`src/rtl/mdio_pkg.sv`:
```
package mdio_pkg;
  localparam int REG_W      = 32;
  localparam int FRAME_LEN  = 64;
  localparam int TA_POS     = 46;   // first turnaround bit index
  localparam int DATA_POS   = 48;   // first data bit index
  localparam int IDX_W      = $clog2(FRAME_LEN);
  localparam int BUSY_BIT   = 20;
  localparam int RD_BIT     = 17;
  localparam int WR_BIT     = 16;

  localparam logic [1:0] WORD_CMD  = 2'd0;
  localparam logic [1:0] WORD_DATA = 2'd1;
  localparam logic [1:0] WORD_STAT = 2'd2;

  typedef struct packed {
    logic       rd;
    logic       wr;
    logic [4:0] phy;
    logic [4:0] regad;
  } mdio_cmd_t;
endpackage

```
`src/rtl/mdio_clk_div.sv`:
```
module mdio_clk_div #(
  parameter int HALF_DIV = 4
) (
  input  logic clk_i,
  input  logic rst_ni,
  input  logic en_i,
  output logic mdc_o,
  output logic rise_o,
  output logic fall_o
);
  localparam int CW = (HALF_DIV > 1) ? $clog2(HALF_DIV) : 1;
  localparam logic [CW-1:0] LAST = CW'(HALF_DIV - 1);

  logic [CW-1:0] cnt_q;
  logic          mdc_q;
  logic          tick;

  assign tick   = en_i && (cnt_q == LAST);
  assign rise_o = tick && !mdc_q;
  assign fall_o = tick && mdc_q;
  assign mdc_o  = mdc_q;

  always_ff @(posedge clk_i or negedge rst_ni) begin
    if (!rst_ni) begin
      cnt_q <= '0;
      mdc_q <= 1'b0;
    end else if (!en_i) begin
      cnt_q <= '0;
      mdc_q <= 1'b0;
    end else if (tick) begin
      cnt_q <= '0;
      mdc_q <= ~mdc_q;
    end else begin
      cnt_q <= cnt_q + 1'b1;
    end
  end
endmodule

```
`src/rtl/mdio_frame_engine.sv`:
```
module mdio_frame_engine
  import mdio_pkg::*;
(
  input  logic            clk_i,
  input  logic            rst_ni,
  input  logic            start_i,
  input  mdio_cmd_t       cmd_i,
  input  logic [15:0]     wdata_i,
  input  logic            rise_i,
  input  logic            fall_i,
  input  logic            mdio_i,
  output logic            busy_o,
  output logic            mdio_o,
  output logic            mdio_oe_o,
  output logic            rd_done_o,
  output logic [15:0]     rd_data_o,
  output logic            rd_bad_o
);
  logic [FRAME_LEN-1:0] sh_q;
  logic [IDX_W-1:0]     idx_q;
  logic                 busy_q, last_q, is_rd_q, bad_q;
  logic [15:0]          in_q;
  logic [FRAME_LEN-1:0] frame;
  logic                 released;

  assign frame = {{32{1'b1}}, 2'b01, (cmd_i.rd ? 2'b10 : 2'b01),
                  cmd_i.phy, cmd_i.regad, 2'b10, wdata_i};

  assign released  = is_rd_q && (idx_q >= IDX_W'(TA_POS));
  assign busy_o    = busy_q;
  assign mdio_o    = sh_q[FRAME_LEN-1];
  assign mdio_oe_o = busy_q && !released;
  assign rd_done_o = busy_q && fall_i && last_q && is_rd_q;
  assign rd_data_o = in_q;
  assign rd_bad_o  = bad_q;

  always_ff @(posedge clk_i or negedge rst_ni) begin
    if (!rst_ni) begin
      sh_q    <= '0;
      idx_q   <= '0;
      busy_q  <= 1'b0;
      last_q  <= 1'b0;
      is_rd_q <= 1'b0;
      bad_q   <= 1'b0;
      in_q    <= '0;
    end else if (start_i && !busy_q) begin
      sh_q    <= frame;
      idx_q   <= '0;
      busy_q  <= 1'b1;
      last_q  <= 1'b0;
      is_rd_q <= cmd_i.rd;
      bad_q   <= 1'b0;
    end else if (busy_q) begin
      if (rise_i) begin
        if (is_rd_q && idx_q == IDX_W'(TA_POS + 1)) bad_q <= mdio_i;
        if (is_rd_q && idx_q >= IDX_W'(DATA_POS)) in_q <= {in_q[14:0], mdio_i};
        if (idx_q == IDX_W'(FRAME_LEN - 1)) last_q <= 1'b1;
      end
      if (fall_i) begin
        if (last_q) begin
          busy_q <= 1'b0;
          last_q <= 1'b0;
        end else begin
          sh_q  <= {sh_q[FRAME_LEN-2:0], 1'b0};
          idx_q <= idx_q + 1'b1;
        end
      end
    end
  end
endmodule

```
`src/rtl/mdio_reg_if.sv`:
```
module mdio_reg_if
  import mdio_pkg::*;
(
  input  logic             clk_i,
  input  logic             rst_ni,
  input  logic             bus_we_i,
  input  logic [1:0]       bus_addr_i,
  input  logic [REG_W-1:0] bus_wdata_i,
  output logic [REG_W-1:0] bus_rdata_o,
  input  logic             busy_i,
  input  logic             rd_done_i,
  input  logic [15:0]      rd_data_i,
  input  logic             rd_bad_i,
  output logic             start_o,
  output mdio_cmd_t        cmd_o,
  output logic [15:0]      wdata_o
);
  mdio_cmd_t   cmd_q;
  logic [15:0] wr_half_q, rd_half_q;
  logic        bad_q;
  logic        op_ok;
  logic        unused_wbits;

  assign unused_wbits = ^{bus_wdata_i[31:21], bus_wdata_i[19:18], bus_wdata_i[15:13],
                          bus_wdata_i[7:5]};

  assign op_ok   = bus_wdata_i[BUSY_BIT] && (bus_wdata_i[RD_BIT] ^ bus_wdata_i[WR_BIT]);
  assign start_o = bus_we_i && (bus_addr_i == WORD_CMD) && op_ok && !busy_i;
  assign cmd_o   = cmd_q;
  assign wdata_o = wr_half_q;

  always_ff @(posedge clk_i or negedge rst_ni) begin
    if (!rst_ni) begin
      cmd_q     <= '0;
      wr_half_q <= '0;
      rd_half_q <= '0;
      bad_q     <= 1'b0;
    end else begin
      if (start_o) begin
        cmd_q.rd    <= bus_wdata_i[RD_BIT];
        cmd_q.wr    <= bus_wdata_i[WR_BIT];
        cmd_q.phy   <= bus_wdata_i[12:8];
        cmd_q.regad <= bus_wdata_i[4:0];
      end
      if (bus_we_i && bus_addr_i == WORD_DATA) wr_half_q <= bus_wdata_i[15:0];
      if (rd_done_i) begin
        rd_half_q <= rd_data_i;
        bad_q     <= rd_bad_i;
      end
    end
  end

  always_comb begin
    bus_rdata_o = '0;
    unique case (bus_addr_i)
      WORD_CMD: begin
        bus_rdata_o[BUSY_BIT] = busy_i;
        bus_rdata_o[RD_BIT]   = cmd_q.rd;
        bus_rdata_o[WR_BIT]   = cmd_q.wr;
        bus_rdata_o[12:8]     = cmd_q.phy;
        bus_rdata_o[4:0]      = cmd_q.regad;
      end
      WORD_DATA: bus_rdata_o = {rd_half_q, wr_half_q};
      WORD_STAT: bus_rdata_o[0] = bad_q;
      default:   bus_rdata_o = '0;
    endcase
  end
endmodule

```
`src/rtl/mdio_cmd_ctrl.sv`:
```
module mdio_cmd_ctrl
  import mdio_pkg::*;
#(
  parameter int HALF_DIV = 4
) (
  input  logic        clk_i,
  input  logic        rst_ni,
  input  logic        bus_we_i,
  input  logic [1:0]  bus_addr_i,
  input  logic [31:0] bus_wdata_i,
  output logic [31:0] bus_rdata_o,
  output logic        mdc_o,
  output logic        mdio_o,
  output logic        mdio_oe_o,
  input  logic        mdio_i
);
  logic        busy, start, rise, fall, rd_done, rd_bad;
  logic [15:0] wdata, rd_data;
  mdio_cmd_t   cmd;

  // start is taken from the live bus word, cmd field copy lands the same edge
  mdio_cmd_t start_cmd;
  assign start_cmd = '{rd: bus_wdata_i[RD_BIT], wr: bus_wdata_i[WR_BIT],
                       phy: bus_wdata_i[12:8], regad: bus_wdata_i[4:0]};

  mdio_reg_if u_regs (
    .clk_i       (clk_i),
    .rst_ni      (rst_ni),
    .bus_we_i    (bus_we_i),
    .bus_addr_i  (bus_addr_i),
    .bus_wdata_i (bus_wdata_i),
    .bus_rdata_o (bus_rdata_o),
    .busy_i      (busy),
    .rd_done_i   (rd_done),
    .rd_data_i   (rd_data),
    .rd_bad_i    (rd_bad),
    .start_o     (start),
    .cmd_o       (cmd),
    .wdata_o     (wdata)
  );

  mdio_clk_div #(.HALF_DIV(HALF_DIV)) u_div (
    .clk_i  (clk_i),
    .rst_ni (rst_ni),
    .en_i   (busy),
    .mdc_o  (mdc_o),
    .rise_o (rise),
    .fall_o (fall)
  );

  mdio_frame_engine u_eng (
    .clk_i     (clk_i),
    .rst_ni    (rst_ni),
    .start_i   (start),
    .cmd_i     (start_cmd),
    .wdata_i   (wdata),
    .rise_i    (rise),
    .fall_i    (fall),
    .mdio_i    (mdio_i),
    .busy_o    (busy),
    .mdio_o    (mdio_o),
    .mdio_oe_o (mdio_oe_o),
    .rd_done_o (rd_done),
    .rd_data_o (rd_data),
    .rd_bad_o  (rd_bad)
  );
endmodule

```
`config.mk`:
```
export PLATFORM = sky130hd
export DESIGN_NAME = mdio_cmd_ctrl
export DESIGN_NICKNAME = d
export VERILOG_FILES = /design/src/rtl/mdio_pkg.sv /design/src/rtl/mdio_clk_div.sv /design/src/rtl/mdio_frame_engine.sv /design/src/rtl/mdio_reg_if.sv /design/src/rtl/mdio_cmd_ctrl.sv
export SDC_FILE = /design/constraint.sdc
export NUM_CORES = 1
export LEC_CHECK = 0
export ABC_AREA = 1
export BUFFER_PORTS_ARGS = -buffer_cell sky130_fd_sc_hd__buf_2
export CAP_MARGIN = 20
export CORE_ASPECT_RATIO = 0.8
export CORE_UTILIZATION = 60
export DETAILED_ROUTE_END_ITERATION = 7
export PLACE_DENSITY_LB_ADDON = 0.1
export SYNTH_ARGS = -nofsm -noshare
export SYNTH_HDL_FRONTEND = slang
export SYNTH_SLANG_ARGS = --single-unit
export TNS_END_PERCENT = 1
```
`constraint.sdc`:
```
create_clock -name clk_i -period 2.4 [get_ports clk_i]
set_clock_uncertainty 0.1 [all_clocks]
set_input_delay 0.12 -clock clk_i [delete_from_list [all_inputs] [get_ports clk_i]]
set_output_delay 0.12 -clock clk_i [all_outputs]
set_load 0.05 [all_outputs]
```
==> results of run 1 <==
==> worst max-delay path by stage <==
| stage | cells after the start | slack (ns) | startpoint | to |
|---|---|---|---|---|
| floorplan | 4 | 0.27 | u_eng.busy_o | bus_rdata_o[20] |
| global placement | 7 | 0.55 | bus_we_i | u_regs.cmd_o[7] |
| finish | 8 | 0.30 | bus_we_i | u_regs.cmd_o[8] |
| global route | 8 | 0.14 | bus_we_i | u_regs.cmd_o[8] |
| detailed placement | 7 | 0.50 | bus_we_i | u_regs.cmd_o[9] |
| CTS | 8 | 0.35 | bus_we_i | u_regs.cmd_o[8] |
==> state kept, by name, summed over array words and instances (netlist names) <==
signal	count
u_regs.cmd_o	12
u_eng.rd_bad_o	1
u_div.cnt_q	2
u_eng.idx_q	6
u_regs.bad_q	1
u_regs.wdata_o	16
u_eng.busy_o	1
u_eng.sh_q	64
u_eng.rd_data_o	16
u_div.mdc_o	1
u_eng.last_q	1
u_regs.rd_half_q	16
==> placed cells by master, fill, tap and decap left out, drive strengths merged <==
cell	netlist	layout
a21oi	10	10
clkbuf	7	22
dlygate4sd3	0	22
nand3	84	84
o21bai	1	1
o21ai	68	68
nand4	16	16
o211ai	7	7
inv	76	77
ha	2	2
bufinv	0	5
nand2	219	219
dfrtp	137	137
nor2	47	47
buf	35	71
o221ai	1	1
clkinv	0	2
clkinvlp	0	2
or2	1	1
a31oi	1	1
==> per-stage QoR <==
| step | instance area [µm²] | utilization | std cells | worst slack [ns] |
|---|---|---|---|---|
| final | 7310 | 0.751 | 931 | 0.300 |
| after global routing | 7310 | 0.751 | 931 | 0.135 |
| after CTS | 7310 | 0.751 | 931 | 0.349 |
| after detailed placement | 6420 | 0.660 | 877 | 0.502 |
| after global placement | 6420 | 0.660 | 877 | 0.547 |
| after floorplan | 6040 | - | 712 | 0.269 |
==> per-layer routing <==
layer,vias up,share of wire,track usage,wire [µm]
li1,2406,-,-,-
met1,2410,0.43,0.382,5830
met2,195,0.51,0.491,7020
met3,18,0.052,0.0568,711
met4,0,0.0098,0.0963,134
met5,-,0,0,0
==> repair_timing <==
item / in CTS / in global routing
gates resized for setup: 0 / 0
endpoints found under the hold margin: 81 / 0
hold buffers: 22 / 0
==> cells by family after synthesis <==
family                     Yosys count
DFF                                137
adders and majority gates            2
and+or+nand+nor                    367
AOI/OAI and AO/OA                   88
buffers and inverters              118
==> final cells by class <==
| cell class | count | area [µm²] |
|---|---|---|
| multi-input combinational | 457 | 2100 |
| clock inverter | 10 | 188 |
| tap | 136 | 170 |
| inverter | 76 | 285 |
| sequential | 137 | 3430 |
| clock buffer | 22 | 484 |
| fill | 707 | 2420 |
| timing repair buffer | 93 | 658 |
==> power breakdown <==
group          total [mW]  internal, mW  switching (mW)
registers            3.16          2.85           0.309
logic                1.22         0.436           0.787
clock network        2.91          1.96           0.955
total                7.30          5.24            2.05
==> worst register-to-register path, stage by stage, from the launching register on <==
cell,delay (ns)
dfrtp_1,0.35
ha_1,0.21
nand2_2,0.09
nor2_2,0.19
nand3_2,0.32
buf_4,0.32
nand2_1,0.10
o21ai_1,0.08
==> flow_summary.yaml, run 1 <==
outcome:
  status: "completed"
timing:
  setup_viol: 0
  period_share: 0.875
  holdWs_ns: 0.158
  hold_violations: 0
  tightest_slew_ns: 0.747
  drv_slew: 0
  slew_headroom: 0.501
  finalSetupTns_ns: 0
  max_clock_freq_ghz: 0.476
  rsz0062_at_grt: "no"
  period_minus_slack_ns: 2.10
place:
  portBuffers: 59
  dpl.hpwl_um: 8200
  routabilityCongestion: 0.871
global_routing:
  grt_usage: 0.292
  gr-total-overflow: 0
  antenna_found_initial: 0
  grt_max_degree: 72
  grt_pass1_vias: 5026
  grt_pass1_wl_um: 23600
route:
  firstDrtPassIters: 5
  viasPerCell: 5.40
  num_vias: 5029
  ant_nets: 0
  wl_per_cell_um: 14.7
  wl_um: 13700
  drc: 0
  drt_iter0_drc: 586
die:
  ios: 73
  row_count: 32
  fp.dieW_um: 114
  die_h_um: 91.7
  dieArea_um2: 10500
  initial_core_util: 0.621
  core_um2: 9730
critical_path:
  worst_r2r_endpoint: "u_eng.rd_data_o[11]"
  cp_slowest_cell: "dlygate4sd3_1"
  path_class: "in2reg"
  worstPathRequired_ns: 2.61
  cpLargestDelayFamily: "buffers and inverters"
  rr_worst_depth: 7
  rr_startpoint: "u_div.cnt_q[0]"
  worst-path-buf-inv: 3
  crit_top_cell: "nand2_1"
  r2r_slack_ns: 0.55
  endpoint_kind: "register"
  crit_chain: "dlygate4sd3_1 > buf_2 > nand2_1 > nor2_8 > nand3_4 > inv_2 > nand2_1 > o21ai_0"
  startpoint_type: "input pin"
  critPathMaxStageDelay_ns: 0.51
  cp_max_fo: 23
  arrival_ns: 2.31
logic_synthesis:
  synth_cell_types: 28
  syn_area_per_cell_um2: 8.48
  yosys.area_share.adder: 0.00414
  synth_xor_xnor_area_share: 0
  syn_inst: 712
  netlist_area_um2: 6040
  muxShareOfSynthArea: 0
  async_reset_ff_frac: 1.00
  synth_area_leaders: "dfrtp_1, nand2_1, nand3_1, inv_1, o21ai_1"
  synth_seq_area_share: 0.568
  ys_ff_latch: 137
  ys.flop_type: "dfrtp_1"
  synth_top_family_by_area: "simple AND/OR/NAND/NOR gates"
  netlist.area_leader.share: 0.568
  synth-simple-area-share: 0.262
  synth_common_cells: "nand2_1, dfrtp_1, nand3_1"
  synth_compound_area_frac: 0.0802
  synth.most_common_cell: "nand2_1"
  synth_edf_count: 0
  synth_top_area_cell: "dfrtp_1"
  ys.warnings.count: 0
  syn-num-nets: 752
clocking:
  cts_buffers: 17
  clkTransAtPathRegs_ns: 0.06
  htree_levels: 4
  tritoncts: "yes"
  cts_root_buf: "clkbuf_16"
  clk_latency_ns: 0.40
  clockBufferDepth: 2
  cts_sinks: 137
  cts_setup_buffers: 0
final_layout:
  nNetsFinal: 822
  drive_above_1_share: 0.156
  syn2layout_area_growth_pct: 21.1
  diodes: 0
power:
  p_per_area_nw_per_um2: 998
  leakagePower_nw: 3.60
  peakVddDrop_uv: 619
  total_power_mw: 7.30
flow_run:
  maxCapViolCount: 0
min_path:
  hold_path_class: "in2async"
Note: power is estimated with default switching activity, not from simulation.
==> inputs of run 2 (changes only) <==
- PLACE_DENSITY: unset -> 0.85
- PLACE_DENSITY_LB_ADDON: 0.1 -> unset
==> run 2 against run 1 <==
Effect of this change: routed wire length decreased by 0.92%; final cell count fell by 0.11%; register-to-register slack gained 0.05 ns; design area is 1.6% lower; die area did not move; via count grew 1.2%; largest cell class unchanged.
==> flow_summary.yaml, run 2 (synthesis results as in run 1) <==
timing:
  holdWs_ns: 0.144
  tightest_slew_ns: 0.768
  period_share: 0.785
  hold_violations: 0
  finalSetupTns_ns: 0
  timing.final.ws_setup_ns: 0.516
  period_minus_slack_ns: 1.88
  drv_slew: 0
  max_clock_freq_ghz: 0.531
  setup_viol: 0
  rsz0062_at_grt: "no"
  slew_headroom: 0.487
route:
  wl_per_cell_um: 14.6
  drt_iter0_drc: 431
  wl_um: 13600
  ant_nets: 0
  firstDrtPassIters: 7
  drc: 0
  viasPerCell: 5.47
  num_vias: 5088
final_layout:
  drive_above_1_share: 0.152
  final_cell_mix: "nand2_1, dfrtp_1, nand3_1"
  largest_reg_flops: 64
  largest_register: "u_eng.sh_q"
  nNetsFinal: 821
  syn2layout_area_growth_pct: 19.1
  diodes: 0
  design_area_um2: 7190
  final_common_cell: "nand2_1"
die:
  row_count: 32
  die_h_um: 91.7
  ios: 73
  fp.dieW_um: 114
  initial_core_util: 0.621
  core_um2: 9730
  dieArea_um2: 10500
critical_path:
  r2r_slack_ns: 0.60
  endpoint_kind: "register"
  cpLargestDelayFamily: "buffers and inverters"
  rr_startpoint: "u_div.cnt_q[0]"
  startpoint_type: "input pin"
  cp_max_fo: 23
  worst-path-buf-inv: 3
  crit_chain: "dlygate4sd3_1 > buf_2 > nand2_1 > nor2_8 > nand3_4 > inv_2 > nand2_1 > o21ai_0"
  cp_slowest_cell: "dlygate4sd3_1"
  crit_top_cell: "nand2_1"
  rr_worst_depth: 9
  arrival_ns: 2.09
  worstPathRequired_ns: 2.61
  worst_r2r_endpoint: "u_eng.sh_q[25]"
  critPathMaxStageDelay_ns: 0.54
  path_class: "in2reg"
clocking:
  cts_root_buf: "clkbuf_16"
  htree_levels: 4
  clk_latency_ns: 0.41
  hold_buffers: 21
  postCtsResizedCells: 0
  tritoncts: "yes"
  cts_sinks: 137
  clkTransAtPathRegs_ns: 0.06
  cts_buffers: 17
  clockBufferDepth: 2
  cts_setup_buffers: 0
place:
  pre_cts_ws_ns: 0.637
  placed_area_um2: 6420
  routabilityCongestion: 0.850
  dpl.hpwl_um: 8480
  portBuffers: 59
global_routing:
  grt_pass1_wl_um: 22600
  gr-total-overflow: 0
  antenna_found_initial: 0
  grt_pass1_vias: 4765
  grt_usage: 0.282
  grt_max_degree: 67
power:
  p_per_area_nw_per_um2: 952
  peakVddDrop_uv: 672
  total_power_mw: 6.84
  leakagePower_nw: 3.55
flow_run:
  maxCapViolCount: 0
min_path:
  hold_path_class: "in2async"
outcome:
  status: "completed"
[run 2: changes by cell type in the layout (fill, tap and decap cells not counted)]
cell,change
bufinv_16,-4
clkinv_2,+3
dlygate4sd3_1,-1
clkbuf_1,+3
inv_6,-1
clkinvlp_4,-1
[run 2: routing by layer]
layer | vias up | global-route usage | routed length [µm]
met4 | 0 | 0.118 | 301
li1 | 2406 | - | -
met1 | 2459 | 0.378 | 5780
met2 | 190 | 0.446 | 6690
met3 | 33 | 0.0648 | 788
met5 | - | 0 | 0
[run 2: layout make-up]
class / instances / area (µm²)
clock buffer: 25 / 495
clock inverter: 7 / 66.3
inverter: 76 / 285
timing repair buffer: 92 / 648
multi-input combinational: 457 / 2100
fill: 720 / 2540
sequential: 137 / 3430
tap: 136 / 170
[run 2: worst max-delay path by stage]
stage	startpoint	endpoint	slack, ns	cells past startpoint
6_report	bus_we_i	u_regs.cmd_o[1]	0.52	8
5_1_grt	bus_we_i	u_regs.cmd_o[5]	0.40	8
4_1_cts	u_eng.busy_o	bus_rdata_o[20]	0.56	3
3_5_place_dp	u_div.cnt_q[0]	u_eng.sh_q[25]	0.64	9
3_3_place_gp	u_div.cnt_q[0]	u_eng.sh_q[21]	0.67	9
2_1_floorplan	u_eng.busy_o	bus_rdata_o[20]	0.27	4
[run 2: through the flow]
| stage | instances | utilization |
|---|---|---|
| final | 930 | 0.739 |
| after global routing | 930 | 0.739 |
| after CTS | 930 | 0.739 |
| after detailed placement | 877 | 0.660 |
| after global placement | 877 | 0.660 |
| after floorplan | 712 | - |
[run 2: power breakdown]
| group | total [mW] | switching (mW) | leakage, nW | internal [mW] |
|---|---|---|---|---|
| Sequential | 3.16 | 0.313 | 1.62 | 2.85 |
| Combinational | 1.22 | 0.785 | 1.65 | 0.435 |
| Clock | 2.46 | 0.933 | 0.277 | 1.53 |
==> inputs of run 3 (changes only) <==
- ABC_AREA: 1 -> 0
- CORE_UTILIZATION: 60 -> 58
- PLACE_DENSITY: 0.85 -> 0.83
- clock period: 2.4 -> 1.75 ns (I/O delays scaled with it)
==> run 3 against run 2 <==
Effect of this change: the flow now finishes with violations (negative setup slack); flip-flop and latch count stayed put; design area is 5.7% higher; worst setup slack worse by 0.60 ns; critical endpoint is now u_eng.rd_data_o[2]; sequential power is 40% higher; hold slack worse by 0.052 ns; critical path depth is 2 lower; clock-buffer cell count is 4 lower.
==> flow_summary.yaml, run 3 <==
outcome:
  status: "complete, but fails checks"
  violations: "negative setup slack"
logic_synthesis:
  ys_ff_latch: 137
  synth_area_leaders: "dfrtp_1, mux2_2, nand2_1, nand3_1, and2_1"
  netlist_area_um2: 6040
  synth.most_common_cell: "dfrtp_1"
  netlist.area_leader.share: 0.568
  synth_cell_types: 42
  ys.warnings.count: 0
  syn_inst: 530
  ys.flop_type: "dfrtp_1"
  syn_area_per_cell_um2: 11.4
  synth_top_area_cell: "dfrtp_1"
  synth_edf_count: 0
  synth_common_cells: "dfrtp_1, nand2_1, mux2_2"
  syn-num-nets: 570
  async_reset_ff_frac: 1.00
  synth_seq_area_share: 0.568
min_path:
  hold_path_class: "in2reg"
  hold_depth: 4
timing:
  max_clock_freq_ghz: 0.545
  tightest_slew_ns: 0.546
  period_minus_slack_ns: 1.83
  hold_violations: 0
  period_share: 1.05
  drv_slew: 0
  rsz0062_at_grt: "yes"
  timing.final.ws_setup_ns: -0.0839
  slew_headroom: 0.636
  setup_viol: 18
global_routing:
  use_met1: 0.354
  grt_pass1_vias: 4592
  grt_max_degree: 84
  gr-total-overflow: 0
  grt_use_met2: 0.442
  grt_usage: 0.275
  antenna_found_initial: 0
  grt_busiest_layer: "met2"
  grt_pass1_wl_um: 22300
  gr-usage-met3: 0.0655
critical_path:
  cp_max_fo: 16
  startpoint_type: "register"
  rr_worst_depth: 6
  path_class: "reg2reg"
  critPathMaxStageDelay_ns: 0.38
  endpoint_kind: "register"
  arrival_ns: 2.04
  cp_slowest_cell: "dfrtp_1"
  worstPathRequired_ns: 1.96
  crit_chain: "ha_2 > buf_6 > nand3b_4 > or3_4 > buf_12 > mux2_4"
die:
  initial_core_util: 0.611
  die_h_um: 93.3
  dieArea_um2: 10800
  core_um2: 9890
  fp.dieW_um: 116
  row_count: 32
  ios: 73
final_layout:
  final_cells: 771
  final_cell_mix: "dfrtp_1, nand2_1, buf_2"
  largest_register: "u_eng.sh_q"
  final_common_cell: "dfrtp_1"
  diodes: 0
  drive_above_1_share: 0.323
  fillers: 614
  seqCellArea_um2: 3430
  syn2layout_area_growth_pct: 25.8
  largest_reg_flops: 64
  nNetsFinal: 662
  multiInputGateArea_um2: 2460
route:
  viasPerCell: 5.82
  wl_per_cell_um: 18.1
  drt_iter0_drc: 402
  num_vias: 4491
  drc: 0
  ant_nets: 0
  wl_um: 14000
  firstDrtPassIters: 5
power:
  leakagePower_nw: 3.63
  switching_share: 0.296
  power_frac_seq: 0.432
  p_per_area_nw_per_um2: 1340
  switchingPower_mw: 3.02
  pwr-share-clk: 0.363
  pwr-share-comb: 0.205
  peakVddDrop_uv: 853
  p_int_mw: 7.19
clocking:
  clkTransAtPathRegs_ns: 0.06
  clockBufferDepth: 2
  cts_root_buf: "clkbuf_16"
  cts_buffers: 17
  htree_levels: 4
  clk_latency_ns: 0.42
  cts_sinks: 137
  tritoncts: "yes"
place:
  dpl.hpwl_um: 7830
  routabilityCongestion: 0.756
  dpl.cell_count: 717
  pre_cts_ws_ns: -0.216
  portBuffers: 59
flow_run:
  maxCapViolCount: 0
[run 3: changes by cell type after synthesis, sizes merged, moves of 31 or more]
cell,previous run,this run
and2,0,36
inv,76,4
mux2,0,61
nand2,219,102
nand3,84,40
nor2,47,16
o21ai,68,7
[run 3: layout make-up]
type,count,share of cell area
clock buffers,21,0.0633
inverters,5,0.00280
well taps,136,0.0224
multi-input cells,351,0.324
flip-flops and latches,137,0.451
repair buffers,110,0.117
clock inverters,11,0.0189
[run 3: per-stage QoR]
step	power (mW)	util	instance area, µm²	hold slack, ns	TNS, ns
CTS	10.1	0.757	7490	0.0534	-1.26
global route	10.6	0.768	7600	0.136	-2.45
floorplan	5.61	-	6040	-0.308	-0.894
detailed placement	6.25	0.669	6610	-0.206	-6.33
finish	10.2	0.768	7600	0.0914	-0.943
global placement	6.12	0.669	6610	-0.206	-2.55
[run 3: path summary, 6_finish.rpt]
path | start | end | slack (ns)
max | u_div.cnt_q[0] | u_eng.rd_data_o[2] | -0.08
min | bus_wdata_i[16] | u_eng.sh_q[0] | 0.09
max reg2reg | u_div.cnt_q[0] | u_eng.rd_data_o[2] | -0.08
min reg2reg | u_eng.sh_q[48] | u_eng.sh_q[48] | 0.39
max in group asynchronous | rst_ni | u_regs.rd_half_q[5] | 0.97
min in group asynchronous | rst_ni | u_eng.rd_data_o[5] | 0.12
[run 3: logic make-up after synthesis]
logic type      synth area share
fa+ha+maj                0.00414
compound gates            0.0568
flops                      0.568
buf+inv                   0.0373
xor+xnor                 0.00580
mux                        0.145
simple gates               0.184
[run 3: per-layer routing]
layer / wire length [µm] / part of all wire / vias to the layer above
met2: 6980 / 0.50 / 187
met4: 307 / 0.022 / 0
met3: 728 / 0.052 / 35
li1: - / - / 2029
met1: 5940 / 0.43 / 2240
met5: 0 / 0 / -
[run 3: repair_timing]
action,4_1_cts,5_1_grt
pin swaps,13,18
endpoints found under the hold margin,177,0
setup buffers,0,1
endpoints found under the setup margin,91,98
hold buffers,20,0
gates cloned,0,1
resized for setup,12,18
[run 3: power by group through the flow]
stage | Combinational (mW) | Clock, mW | Sequential (mW)
2_1_floorplan | 1.30 | 0 | 4.30
3_3_place_gp | 1.78 | 0 | 4.35
3_5_place_dp | 1.87 | 0 | 4.38
4_1_cts | 1.98 | 3.74 | 4.37
5_1_grt | 2.27 | 3.89 | 4.48
6_report | 2.09 | 3.71 | 4.41
[run 3: critical path: cells and delay by family, from the launching register on]
family                     cells  cell delay [ns]
and+or+nand+nor                2             0.43
buffers and inverters          2             0.30
DFF                            1             0.38
adders and majority gates      1             0.20
muxes                          1             0.31
